**src/rtl/exc_pkg.sv**
```systemverilog
package exc_pkg;
  typedef enum logic [1:0] {
    EXC_RESET = 2'b00,
    EXC_TRACE = 2'b01,
    EXC_IRQ   = 2'b10,
    EXC_TRAP  = 2'b11
  } exc_kind_e;

  localparam int          RESET_VEC     = 0;
  localparam int          TRACE_VEC     = 5;
  localparam int          TRAP_VEC_BASE = 8;
  localparam logic [1:0]  TRACE_MODE    = 2'b10;
endpackage

```
**src/rtl/exc_res_sync.sv**
```systemverilog
module exc_res_sync #(
  parameter int STAGES = 2
) (
  input  logic clk,
  input  logic rst_n,
  input  logic pin,
  output logic pin_low,
  output logic rise
);
  logic [STAGES-1:0] chain;
  logic              last_q;

  always_ff @(posedge clk or negedge rst_n) begin
    if (!rst_n) chain[0] <= 1'b0;
    else        chain[0] <= pin;
  end

  for (genvar i = 1; i < STAGES; i++) begin : g_stage
    always_ff @(posedge clk or negedge rst_n) begin
      if (!rst_n) chain[i] <= 1'b0;
      else        chain[i] <= chain[i-1];
    end
  end

  always_ff @(posedge clk or negedge rst_n) begin
    if (!rst_n) last_q <= 1'b0;
    else        last_q <= chain[STAGES-1];
  end

  assign pin_low = !chain[STAGES-1];
  assign rise    = chain[STAGES-1] && !last_q;
endmodule

```
**src/rtl/exc_arbiter.sv**
```systemverilog
module exc_arbiter
  import exc_pkg::*;
#(
  parameter int VEC_W = 8
) (
  input  logic             pin_low,
  input  logic             reset_req,
  input  logic             busy,
  input  logic             cur_reset,
  input  logic             insn_end,
  input  logic             seq_end,
  input  logic             trace_en,
  input  logic [1:0]       ctl_mode,
  input  logic             insn_is_rte,
  input  logic             insn_is_ccr_mod,
  input  logic             irq_req,
  input  logic [VEC_W-1:0] irq_vec,
  input  logic             trap_cand,
  input  logic [1:0]       trap_no,
  output logic             take,
  output exc_kind_e        kind,
  output logic [VEC_W-1:0] vec
);
  function automatic logic [VEC_W-1:0] vector_of(exc_kind_e k, logic [1:0] tn,
                                                 logic [VEC_W-1:0] iv);
    case (k)
      EXC_RESET: return VEC_W'(RESET_VEC);
      EXC_TRACE: return VEC_W'(TRACE_VEC);
      EXC_IRQ:   return iv;
      default:   return VEC_W'(TRAP_VEC_BASE) + VEC_W'(tn);
    endcase
  endfunction

  logic open_w, boundary_w, trace_ok, irq_ok, trap_ok;

  always_comb begin
    open_w     = !busy || seq_end;
    boundary_w = busy ? seq_end : insn_end;
    trace_ok   = boundary_w && trace_en && (ctl_mode == TRACE_MODE)
                 && !(!busy && insn_is_rte);
    irq_ok     = boundary_w && irq_req && !(!busy && insn_is_ccr_mod)
                 && !(busy && cur_reset);
    trap_ok    = open_w && trap_cand;

    take = 1'b0;
    kind = EXC_RESET;
    if (!pin_low) begin
      if (reset_req)     begin take = 1'b1; kind = EXC_RESET; end
      else if (trace_ok) begin take = 1'b1; kind = EXC_TRACE; end
      else if (irq_ok)   begin take = 1'b1; kind = EXC_IRQ;   end
      else if (trap_ok)  begin take = 1'b1; kind = EXC_TRAP;  end
    end
    vec = vector_of(kind, trap_no, irq_vec);
  end
endmodule

```
**src/rtl/exc_entry_ctrl.sv**
```systemverilog
module exc_entry_ctrl
  import exc_pkg::*;
#(
  parameter int VEC_W       = 8,
  parameter int SYNC_STAGES = 2
) (
  input  logic             clk,
  input  logic             rst_n,
  input  logic             res_pin,
  input  logic             wdt_ovf,
  input  logic             trace_en,
  input  logic [1:0]       ctl_mode,
  input  logic             irq_req,
  input  logic [VEC_W-1:0] irq_vec,
  input  logic             trap_exec,
  input  logic [1:0]       trap_num,
  input  logic             insn_end,
  input  logic             seq_end,
  input  logic             insn_is_rte,
  input  logic             insn_is_ccr_mod,
  output logic             accept,
  output logic [1:0]       exc_type,
  output logic [VEC_W-1:0] vec_idx,
  output logic             busy
);
  logic             pin_low_w, rise_w, reset_req_w;
  logic             take_w, trap_cand_w, trap_taken_w;
  exc_kind_e        take_kind_w, kind_q;
  logic [VEC_W-1:0] take_vec_w;
  logic             trap_pend_q, cur_reset_q;
  logic [1:0]       trap_no_q, trap_sel_w;

  exc_res_sync #(.STAGES(SYNC_STAGES)) u_sync (
    .clk     (clk),
    .rst_n   (rst_n),
    .pin     (res_pin),
    .pin_low (pin_low_w),
    .rise    (rise_w)
  );

  assign reset_req_w = rise_w || wdt_ovf;
  assign trap_cand_w = trap_exec || trap_pend_q;
  assign trap_sel_w  = trap_pend_q ? trap_no_q : trap_num;

  exc_arbiter #(.VEC_W(VEC_W)) u_arb (
    .pin_low         (pin_low_w),
    .reset_req       (reset_req_w),
    .busy            (busy),
    .cur_reset       (cur_reset_q),
    .insn_end        (insn_end),
    .seq_end         (seq_end),
    .trace_en        (trace_en),
    .ctl_mode        (ctl_mode),
    .insn_is_rte     (insn_is_rte),
    .insn_is_ccr_mod (insn_is_ccr_mod),
    .irq_req         (irq_req),
    .irq_vec         (irq_vec),
    .trap_cand       (trap_cand_w),
    .trap_no         (trap_sel_w),
    .take            (take_w),
    .kind            (take_kind_w),
    .vec             (take_vec_w)
  );

  assign trap_taken_w = take_w && (take_kind_w == EXC_TRAP);

  // Output stage and handling-sequence state
  always_ff @(posedge clk or negedge rst_n) begin
    if (!rst_n) begin
      accept      <= 1'b0;
      kind_q      <= EXC_RESET;
      vec_idx     <= '0;
      busy        <= 1'b1;
      cur_reset_q <= 1'b0;
    end else begin
      accept <= take_w;
      if (take_w) begin
        kind_q      <= take_kind_w;
        vec_idx     <= take_vec_w;
        cur_reset_q <= (take_kind_w == EXC_RESET);
      end
      if (pin_low_w || take_w) busy <= 1'b1;
      else if (seq_end)        busy <= 1'b0;
    end
  end

  // Held trap request
  always_ff @(posedge clk or negedge rst_n) begin
    if (!rst_n) begin
      trap_pend_q <= 1'b0;
      trap_no_q   <= 2'b00;
    end else begin
      if (pin_low_w || reset_req_w) trap_pend_q <= 1'b0;
      else                          trap_pend_q <= trap_cand_w && !trap_taken_w;
      if (trap_exec && !trap_pend_q) trap_no_q <= trap_num;
    end
  end

  assign exc_type = kind_q;
endmodule

```
**config.mk**
```make
export PLATFORM = sky130hd
export DESIGN_NAME = exc_entry_ctrl
export DESIGN_NICKNAME = d
export VERILOG_FILES = /design/src/rtl/exc_pkg.sv /design/src/rtl/exc_res_sync.sv /design/src/rtl/exc_arbiter.sv /design/src/rtl/exc_entry_ctrl.sv
export SDC_FILE = /design/constraint.sdc
export NUM_CORES = 1
export LEC_CHECK = 0
export CAP_MARGIN = 30
export CORE_MARGIN = 1.5
export CORE_UTILIZATION = 45
export CTS_BUF_LIST = sky130_fd_sc_hd__clkbuf_4
export DETAILED_ROUTE_END_ITERATION = 12
export PLACE_DENSITY = 0.83
export SETUP_SLACK_MARGIN = 0.5
export SLEW_MARGIN = 20
export SYNTH_ARGS = -nofsm -noshare
export SYNTH_HDL_FRONTEND = slang
export SYNTH_HIERARCHICAL = 1
export SYNTH_SLANG_ARGS = --single-unit
```
**constraint.sdc**
```tcl
create_clock -name clk -period 2.8 [get_ports clk]
set_clock_uncertainty 0.05 [all_clocks]
set_input_delay 0.28 -clock clk [delete_from_list [all_inputs] [get_ports clk]]
set_output_delay 0.28 -clock clk [all_outputs]
set_load 0.1 [all_outputs]
```
==> implementation parameters <==
Parameter                              Value

Worst setup path
  Required time at the endpoint of the critical path ... between 2 and 3 ns
  Register-to-Register Path Depth ... 6
  Number of stages on the worst setup path ... 6
  Arrival time of the worst setup path ... 2.34 ns
  Kind of cell adding the most delay to the critical path ... simple AND/OR/NAND/NOR gates
  Kind of end point of the critical path ... register
  Worst setup path class ... reg2reg
  CP max stage cell ... sky130_fd_sc_hd__dfstp_4
  Cell-by-cell listing of the critical path ... and3b_2, o21a_1, nor3_1, a21oi_4, buf_4, mux2_4
  Number of buffer and inverter instances along the worst setup path ... 1
  Sort of element at the start of the critical path ... register
  Critical path fanouts, max ... 7
  Largest stage delay, worst path ... 0.50 ns

GRT
  Global-route wire length before repair ... 3370 µm
  Antenna violations before repair ... 0
  GRT overflow ... 0
  Maximum number of pins on one net before global-route repair ... 20
  Overall Global Routing Usage ... 0.176
  Number of global-route vias before repair ... 804

Drt
  DR vias ... 762
  Vias/cell ... 5.15
  Post-detailed-route DRC marker count ... 0
  Drt wl/cell ... 13.7 µm
  Final ANT Viol Nets ... 0
  Starting DRT DRC Count ... 7
  Wirelength, routed ... 2030 µm
  Number of iterations in the first detailed-routing pass ... 4

Layout
  Number of inserted diodes ... 0
  Core occupancy in the finished layout ... 0.690
  Post-layout instance count excluding filler cells ... 148
  Most common cell after layout, fill and taps aside ... sky130_fd_sc_hd__clkdlybuf4s50_1
  Fin nets ... 145
  Share of layout cells above drive strength 1 ... 0.364
  Area overhead of the layout relative to synthesis ... 40.5%
  Count of filler cells inserted in the layout ... 149
  Post-layout instance area ... 1380 µm²
  Highest-count cells in the layout ignoring fill and taps ... 22 x sky130_fd_sc_hd__clkdlybuf4s50_1, 18 x sky130_fd_sc_hd__dfrtp_1, 15 x sky130_fd_sc_hd__buf_4, 11 x sky130_fd_sc_hd__mux2_4, 7 x sky130_fd_sc_hd__nand2_1

Synthesis
  Async SR Flop Fraction ... 1.00
  Register area share after synthesis ... 0.485
  Count of yosys warnings during synthesis ... 6
  Post-synth cell types ... 29
  Number of nets produced by synthesis ... 104
  Number of flip-flops and latches in the synthesized netlist ... 19
  Post-synthesis instance area ... 983 µm²
  Number of enable flip-flop cells after synthesis ... 0
  Mean area per synthesized cell ... 12.1 µm²
  Cells after synthesis ... 81
  Post-synth top flop ... sky130_fd_sc_hd__dfrtp_1

Timing
  Final critical-path share of the clock period ... 0.788
  Unrepaired setup endpoints after global routing ... false
  Max transition margin ... 0.452
  Final Worst Setup Slack ... 0.595 ns
  Final setup violation count ... 0
  Highest achievable clock rate ... 454 MHz
  Worst-Margin Slew ... 0.820 ns
  Number of hold violations in the final report ... 0
  Fin Hold WS ... 0.319 ns
  Crit path time final ... approximately 2.2 ns
  Pins Over Slew Limit ... 0
  Sum of negative setup slack ... 0 ns

Run status
  Result of the run ... completed

Place
  Placement Cell Area ... 1350 µm²
  Final RePlAce weighted congestion ... 0.852
  Post-Place Worst Slack ... 0.281 ns
  Post-detail-place hpwl ... 1580 µm
  Number of port buffers ... 34
  Placed Cells incl. Taps ... 144

Worst hold path
  Hold Path Stages ... 0
  Hold Path Class ... reg2reg

Clock network
  Clk Latency, worst-skew pair ... 0.29 ns
  TritonCTS clock tree ... done
  TritonCTS Buffers ... 3
  H-tree levels ... 1
  Clock transition at path regs ... 0.10 ns
  Longest Clk Path Bufs ... 2
  Hold buffer count at cts ... 0
  # clock sinks ... 19
  Clock root buffer master ... sky130_fd_sc_hd__clkbuf_4

Die
  Die ar. ... ~2500 µm²
  Std-Cell Core Area ... ~2000 µm²
  Io pins ... 35
  Die height ... 49.8 µm
  Effective utilization at floorplan ... 0.491
  Number of placement rows ... 16
  Die Wd ... 49.8 µm

Power and ir drop
  Post-route total power ... 0.601 mW
  Leakage Power ... about 0.64 nW
  Peak supply drop ... 0.301 mV
  Areal power density over the cells ... 435 nW/µm²

Flow run
  Number of maximum-capacitance violations ... 0
## layer usage
layer,wire length (µm),share of wire,vias to the layer above,GRT usage
met2,989,0.49,33,0.307
met1,893,0.44,366,0.213
met4,0,0,0,0.0648
li1,-,-,363,-
met3,144,0.071,0,0.0364
met5,0,0,-,0
## worst reg2reg max path, cell delays in order (launching register included)
cell,delay [ns]
sky130_fd_sc_hd__dfstp_4,0.50
sky130_fd_sc_hd__and3b_2,0.22
sky130_fd_sc_hd__o21a_1,0.25
sky130_fd_sc_hd__nor3_1,0.43
sky130_fd_sc_hd__a21oi_4,0.14
sky130_fd_sc_hd__buf_4,0.20
sky130_fd_sc_hd__mux2_4,0.30
## timing repair
item / 4_1_cts / 5_1_grt
gates resized for setup: 0 / 1
setup endpoints to repair: 0 / 6
buffers inserted: 0 / 0
endpoints found under the hold margin: 0 / 0
## cells by family after synthesis
logic type,Yosys count,share of synthesized area
AND/OR/NAND/NOR,30,0.192
flip-flops,19,0.485
multiplexers,15,0.214
AO/OA/AOI/OAI,13,0.0865
buffers and inverters,4,0.0229
## final timing paths
kind                            startpoint  slack (ns)         endpoint
setup / recovery                      busy        0.59      exc_type[0]
hold / removal             u_sync/chain[0]        0.32  u_sync/chain[1]
setup reg to reg                      busy        0.59      exc_type[0]
hold reg to reg            u_sync/chain[0]        0.32  u_sync/chain[1]
max in group asynchronous            rst_n        1.79      cur_reset_q
min in group asynchronous            rst_n        0.40     trap_no_q[0]
## registers in the layout, indices dropped and copies added (netlist names)
| register | count |
|---|---|
| vec_idx | 8 |
| busy | 1 |
| u_sync/chain | 2 |
| trap_pend_q | 1 |
| exc_type | 2 |
| accept | 1 |
| trap_no_q | 2 |
| cur_reset_q | 1 |
| u_sync/last_q | 1 |
## layout make-up
class | count | area [µm²] | share of cell area
clock buffers | 3 | 22.5 | 0.0163
clock inverters | 1 | 5.00 | 0.00362
inverters | 3 | 11.3 | 0.00815
multi-input cells | 58 | 495 | 0.359
flip-flops and latches | 19 | 480 | 0.348
well taps | 27 | 33.8 | 0.0245
repair buffers | 37 | 333 | 0.241
## where the power goes
group / leakage, nW / total [mW] / internal, mW / switching [mW]
registers: 0.243 / 0.300 / 0.290 / 0.00982
clock network: 0.0177 / 0.133 / 0.0530 / 0.0796
logic: 0.377 / 0.168 / 0.0726 / 0.0956
total: 0.638 / 0.601 / 0.416 / 0.185
## synth_stat cells, types with 2 or more instances
library cell / instances / area (µm²)
sky130_fd_sc_hd__nand2_1: 7 / 26.3
sky130_fd_sc_hd__mux2_2: 4 / 45.0
sky130_fd_sc_hd__nand3_1: 2 / 10.0
sky130_fd_sc_hd__nor2_1: 5 / 18.8
sky130_fd_sc_hd__a21oi_1: 5 / 25.0
sky130_fd_sc_hd__mux2_4: 11 / 165
sky130_fd_sc_hd__and2_1: 4 / 25.0
sky130_fd_sc_hd__o21ai_1: 2 / 10.0
sky130_fd_sc_hd__or2_1: 2 / 12.5
sky130_fd_sc_hd__dfrtp_1: 18 / 450
sky130_fd_sc_hd__inv_1: 3 / 11.3
No activity file was read; power rests on OpenSTA's default activity.
